$ cat src/rtl/exu_pkg.sv
package exu_pkg;

    typedef enum logic [1:0] {
        OP_ADD = 2'b00,
        OP_SUB = 2'b01,
        OP_MUL = 2'b10,
        OP_DIV = 2'b11
    } exu_op_e;

endpackage

$ cat src/rtl/exu_unit.sv
module exu_unit #(
    parameter int DW    = 32,
    parameter int TW    = 4,
    parameter int LAT_P = 2,   // latency of the primary operation
    parameter int LAT_S = 2,   // latency of the secondary operation
    parameter bit IS_MD = 1'b0
) (
    input  logic          clk,
    input  logic          rst_n,
    input  logic          req_valid,
    input  logic [1:0]    req_op,
    input  logic [DW-1:0] req_a,
    input  logic [DW-1:0] req_b,
    input  logic [TW-1:0] req_tag,
    output logic          ready,
    output logic          done,
    output logic [TW-1:0] done_tag,
    output logic [DW-1:0] done_data,
    input  logic          grant
);
    import exu_pkg::*;

    localparam int LAT_MAX = (LAT_P > LAT_S) ? LAT_P : LAT_S;
    localparam int CW      = $clog2(LAT_MAX + 1);

    typedef struct packed {
        logic          busy;
        logic [CW-1:0] cnt;
        logic [TW-1:0] tag;
        logic [DW-1:0] res;
    } unit_st_t;

    unit_st_t      st_d, st_q;
    logic          sel_s;
    logic [DW-1:0] calc;
    logic          accept;

    generate
        if (IS_MD) begin : g_muldiv
            always_comb begin
                sel_s = (req_op == OP_DIV);
                if (sel_s) begin
                    calc = (req_b == '0) ? '1 : (req_a / req_b);
                end else begin
                    calc = req_a * req_b;
                end
            end
        end else begin : g_addsub
            always_comb begin
                sel_s = (req_op == OP_SUB);
                calc  = sel_s ? (req_a - req_b) : (req_a + req_b);
            end
        end
    endgenerate

    assign accept = req_valid && !st_q.busy && (req_tag != '0);
    assign done   = st_q.busy && (st_q.cnt == '0);

    always_comb begin
        st_d = st_q;
        if (done && grant) begin
            st_d.busy = 1'b0;
        end else if (st_q.busy && (st_q.cnt != '0)) begin
            st_d.cnt = st_q.cnt - 1'b1;
        end
        if (accept) begin
            st_d.busy = 1'b1;
            st_d.cnt  = sel_s ? CW'(LAT_S - 2) : CW'(LAT_P - 2);
            st_d.tag  = req_tag;
            st_d.res  = calc;
        end
    end

    always_ff @(posedge clk) begin
        if (!rst_n) begin
            st_q <= '0;
        end else begin
            st_q <= st_d;
        end
    end

    assign ready     = !st_q.busy;
    assign done_tag  = st_q.tag;
    assign done_data = st_q.res;

endmodule

$ cat src/rtl/bcast_arb.sv
module bcast_arb #(
    parameter int N  = 2,
    parameter int DW = 32,
    parameter int TW = 4
) (
    input  logic [N-1:0]         req,
    input  logic [N-1:0][TW-1:0] tags,
    input  logic [N-1:0][DW-1:0] data,
    output logic [N-1:0]         grant,
    output logic                 bus_valid,
    output logic [TW-1:0]        bus_tag,
    output logic [DW-1:0]        bus_data
);
    // index 0 has the highest priority
    always_comb begin
        logic taken;
        taken = 1'b0;
        grant = '0;
        for (int i = 0; i < N; i++) begin
            if (req[i] && !taken) begin
                grant[i] = 1'b1;
                taken    = 1'b1;
            end
        end
    end

    always_comb begin
        bus_valid = |grant;
        bus_tag   = '0;
        bus_data  = '0;
        for (int i = 0; i < N; i++) begin
            bus_tag  = bus_tag  | (tags[i] & {TW{grant[i]}});
            bus_data = bus_data | (data[i] & {DW{grant[i]}});
        end
    end

endmodule

$ cat src/rtl/exu_bcast_pair.sv
module exu_bcast_pair #(
    parameter int DW      = 32,
    parameter int TW      = 4,
    parameter int LAT_ADD = 2,
    parameter int LAT_MUL = 3,
    parameter int LAT_DIV = 12
) (
    input  logic          clk,
    input  logic          rst_n,
    input  logic          add_req_valid,
    input  logic [1:0]    add_req_op,
    input  logic [DW-1:0] add_req_a,
    input  logic [DW-1:0] add_req_b,
    input  logic [TW-1:0] add_req_tag,
    output logic          add_ready,
    input  logic          mdv_req_valid,
    input  logic [1:0]    mdv_req_op,
    input  logic [DW-1:0] mdv_req_a,
    input  logic [DW-1:0] mdv_req_b,
    input  logic [TW-1:0] mdv_req_tag,
    output logic          mdv_ready,
    output logic          bus_valid,
    output logic [TW-1:0] bus_tag,
    output logic [DW-1:0] bus_data
);
    localparam int NU     = 2;
    localparam int IX_MDV = 0;   // highest bus priority
    localparam int IX_ADD = 1;

    logic [NU-1:0]         u_done;
    logic [NU-1:0]         u_grant;
    logic [NU-1:0][TW-1:0] u_tag;
    logic [NU-1:0][DW-1:0] u_data;

    exu_unit #(
        .DW(DW), .TW(TW), .LAT_P(LAT_MUL), .LAT_S(LAT_DIV), .IS_MD(1'b1)
    ) u_mdv (
        .clk       (clk),
        .rst_n     (rst_n),
        .req_valid (mdv_req_valid),
        .req_op    (mdv_req_op),
        .req_a     (mdv_req_a),
        .req_b     (mdv_req_b),
        .req_tag   (mdv_req_tag),
        .ready     (mdv_ready),
        .done      (u_done[IX_MDV]),
        .done_tag  (u_tag[IX_MDV]),
        .done_data (u_data[IX_MDV]),
        .grant     (u_grant[IX_MDV])
    );

    exu_unit #(
        .DW(DW), .TW(TW), .LAT_P(LAT_ADD), .LAT_S(LAT_ADD), .IS_MD(1'b0)
    ) u_add (
        .clk       (clk),
        .rst_n     (rst_n),
        .req_valid (add_req_valid),
        .req_op    (add_req_op),
        .req_a     (add_req_a),
        .req_b     (add_req_b),
        .req_tag   (add_req_tag),
        .ready     (add_ready),
        .done      (u_done[IX_ADD]),
        .done_tag  (u_tag[IX_ADD]),
        .done_data (u_data[IX_ADD]),
        .grant     (u_grant[IX_ADD])
    );

    bcast_arb #(.N(NU), .DW(DW), .TW(TW)) u_arb (
        .req       (u_done),
        .tags      (u_tag),
        .data      (u_data),
        .grant     (u_grant),
        .bus_valid (bus_valid),
        .bus_tag   (bus_tag),
        .bus_data  (bus_data)
    );

endmodule

$ cat config.mk
export PLATFORM = sky130hd
export DESIGN_NAME = exu_bcast_pair
export DESIGN_NICKNAME = d
export VERILOG_FILES = /design/src/rtl/exu_pkg.sv /design/src/rtl/exu_unit.sv /design/src/rtl/bcast_arb.sv /design/src/rtl/exu_bcast_pair.sv
export SDC_FILE = /design/constraint.sdc
export NUM_CORES = 2
export LEC_CHECK = 0
export CAP_MARGIN = 20
export CORE_UTILIZATION = 50
export DETAILED_ROUTE_END_ITERATION = 8
export PLACE_DENSITY_LB_ADDON = 0.15
export SYNTH_ARGS = -nofsm -noshare
export SYNTH_HDL_FRONTEND = slang
export SYNTH_SLANG_ARGS = --single-unit
$ cat constraint.sdc
create_clock -name clk -period 77.6 [get_ports clk]
set_input_delay 7.76 -clock clk [delete_from_list [all_inputs] [get_ports clk]]
set_output_delay 7.76 -clock clk [all_outputs]
set_load 0.02 [all_outputs]
==> impl_metrics.yaml <==
clock_network:
  clock-sinks: 80
  cts_htree_levels: 3
  cts_tree: "yes"
  clock_tree.root_cell: "clkbuf_16"
  clkTransAtPathRegs_ns: 0.08
  cts_buffers: 9
  clock_latency_ns: 0.37
  hold_buffers: 0
  clockBufferDepth: 2
sta:
  relSlewSlack: 0.137
  drv_slew: 0
  fin_ws_ns: 2.13
  hold_viol: 0
  finalCriticalPeriod_ns: 75.47
  max_freq_mhz: 13.3
  worst_pin_slew_ns: 1.28
  fin_crit_sh: 0.973
  setup_violations: 0
  fin_skew_ns: 0.00964
power:
  netSwitchingFraction: 0.601
  finalPower_w: 0.00225
  p_sw_w: 0.00135
  clkPwrFrac: 0.021
  share_comb_of_total_power: 0.953
  seq_power_share: 0.026
  ir_worst_vdd_mv: 0.202
  internal_power_w: 0.000897
  p_leak_nw: 27.5
  powerDensity_nw_per_um2: 39.2
synth:
  ys_seq_elements: 80
  yosysWarnings: 0
  synth.avg_cell_area_um2: 7.34
  synthArstFlopShare: 0
  yosysUniqueCellTypes: 112
  yosysSeqAreaShare: 0.0322
  yosys_most_used_dff: "dfxtp_1"
  netlist_area_um2: 49700
  synth_enable_flop_cells: 0
  synthCells: 6765
  synth_fp_nets: 8008
route:
  vias: 54400
  drt_iter0_drc: 5846
  drc_errors: 0
  ant_nets: 0
  drt-pass1-iter-count: 9
  wl_per_cell_um: 27.4
  vias_per_cell: 6.44
  routed_wl_um: 232000
critical_path:
  cp_slowest_cell: "clkdlybuf4s50_1"
  cpMostUsedCell: "ha_1"
  crit_path_start: "mdv_req_b[9]"
  critPathTopFamily: "compound AO/OA/AOI/OAI gates"
  worstRegToRegCells: 9
  required_ns: 77.85
  crit_end: "u_mdv.done_data[0]"
  endpoint_kind: "register"
  worstSetupPathType: "in -> reg"
  r2r_end: "u_mdv.done_data[31]"
  slowest_delay_ns: 0.65
  critPathArrivalTime_ns: 75.72
  worst-path-buf-inv: 39
  rrSetupSlack_ns: 74.16
  crit_fanout: 26
  path_depth: 314
  startpoint_type: "primary input"
  worstReg2RegStart: "u_mdv.st_q[40]"
place:
  gp_congestion: 1.06
  portBuffers: 182
  post-place-ws_ns: -2.25
  dp_hpwl_um: 183000
layout:
  drive_above_1_share: 0.124
  final_net_count: 8384
  areaGrowthSynthToFinish_pct: 15.3
  layout_commonest_cell: "nand2_1"
  final_cell_mix: "nand2_1, inv_1, ha_1"
hold_path:
  hold_path_class: "reg -> reg"
die:
  die_h_um: 317
  fp.dieW_um: 317
  dieArea_um2: 101000
  core_area_um2: 98400
  start_util: 0.505
  rows: 115
  ioPinCount: 183
global_routing:
  antenna_found_initial: 9
  grt.overflow.total: 0
  track_usage: 0.443
  grt_pass1_vias: 49700
  grt_max_degree: 84
  grt_pass1_wl_um: 328000
status:
  status: "finished clean"
run:
  drv_cap: 0
==> worst min path at each step <==
stage,depth (start not counted),slack (ns),startpoint,to
6_report,1,0.46,u_add.st_q[36],u_add.st_q[36]
5_1_grt,2,0.49,u_add.done_data[20],u_add.done_data[20]
4_1_cts,2,0.47,u_add.done_data[3],u_add.done_data[3]
3_5_place_dp,1,0.46,u_add.st_q[36],u_add.st_q[36]
3_3_place_gp,2,0.45,u_add.done_data[14],u_add.done_data[14]
2_1_floorplan,1,0.43,u_add.st_q[36],u_add.st_q[36]
==> logic make-up (layout without fill, tap and decap cells) <==
logic type / count (synthesis) / in the layout / share of synthesized area
muxes: 96 / 96 / 0.0209
xor gates and xnor gates: 487 / 487 / 0.0858
DFF: 80 / 80 / 0.0322
AOI/OAI and AO/OA: 1698 / 1700 / 0.232
adders and majority gates: 1099 / 1099 / 0.339
buffers and inverters: 977 / 1356 / 0.0747
other: 0 / 7 / 0
and+or+nand+nor: 2328 / 2328 / 0.216
==> routing by layer <==
| metal | global-route usage | vias to the layer above | wire length, um |
|---|---|---|---|
| met4 | 0.188 | 10 | 12600 |
| met5 | 0.00710 | - | 146 |
| met3 | 0.101 | 620 | 30300 |
| li1 | - | 24200 | - |
| met1 | 0.628 | 26200 | 95200 |
| met2 | 0.640 | 3312 | 93400 |
==> cell type report <==
class,count,area (um2)
Tap cell,1287,1610
Sequential cell,80,1600
Antenna cell,7,17.5
Multi-Input combinational cell,5710,45600
Timing Repair Buffer,640,5470
Clock buffer,10,239
Inverter,700,2640
Clock inverter,6,72.6
Fill cell,9507,41100
==> power by group through the flow <==
stage / Combinational (W) / Clock, W / Sequential, W
after floorplan: 0.00140 / 0 / 0.0000535
after global placement: 0.00204 / 0 / 0.0000590
after detailed placement: 0.00205 / 0 / 0.0000589
after CTS: 0.00206 / 0.0000476 / 0.0000581
after global routing: 0.00229 / 0.0000494 / 0.0000588
final: 0.00214 / 0.0000474 / 0.0000590
==> cells in the mapped netlist (62+ instances only) <==
library cell  instances  share of area
a21o_1              182          0.027
a21oi_1             405          0.041
a31oi_1              84          0.011
and2_1              107          0.013
clkbuf_1            221          0.017
dfxtp_1              80          0.032
fa_1                409           0.16
ha_1                690           0.17
inv_1               696          0.053
nand2_1             912          0.069
nand2b_1             62         0.0078
nand3_1             134          0.013
nor2_1              563          0.043
nor3_1              163          0.016
o21a_1              110          0.017
o21ai_0             277          0.028
xnor2_1             294          0.052
xor2_1              193          0.034
==> sequential cells by signal, summed over array words and instances, names as in the netlist <==
name and flops:
u_add.done_tag 4, u_add.st_q 3, u_mdv.done_tag 4, u_mdv.done_data 32, u_add.done_data 32, u_mdv.st_q 5
==> through the flow <==
step                utilization  setup TNS [ns]  cell area (um2)  hold WS (ns)  cells
floorplan                     -               0            49800         0.432   6765
global placement          0.559           -1.45            55000         0.450   8331
detailed placement        0.559           -2.60            55000         0.455   8331
CTS                       0.564               0            55500         0.466   8350
global route              0.582          -0.602            57300         0.490   8433
finish                    0.582               0            57300         0.464   8440
==> repair_timing <==
item,4_1_cts,5_1_grt
gates cloned,0,6
pin swaps,2,76
hold endpoints to repair,0,0
resized for setup,35,246
setup buffers,3,76
setup endpoints to repair,2,3
Power figures use the tool's default switching activity.
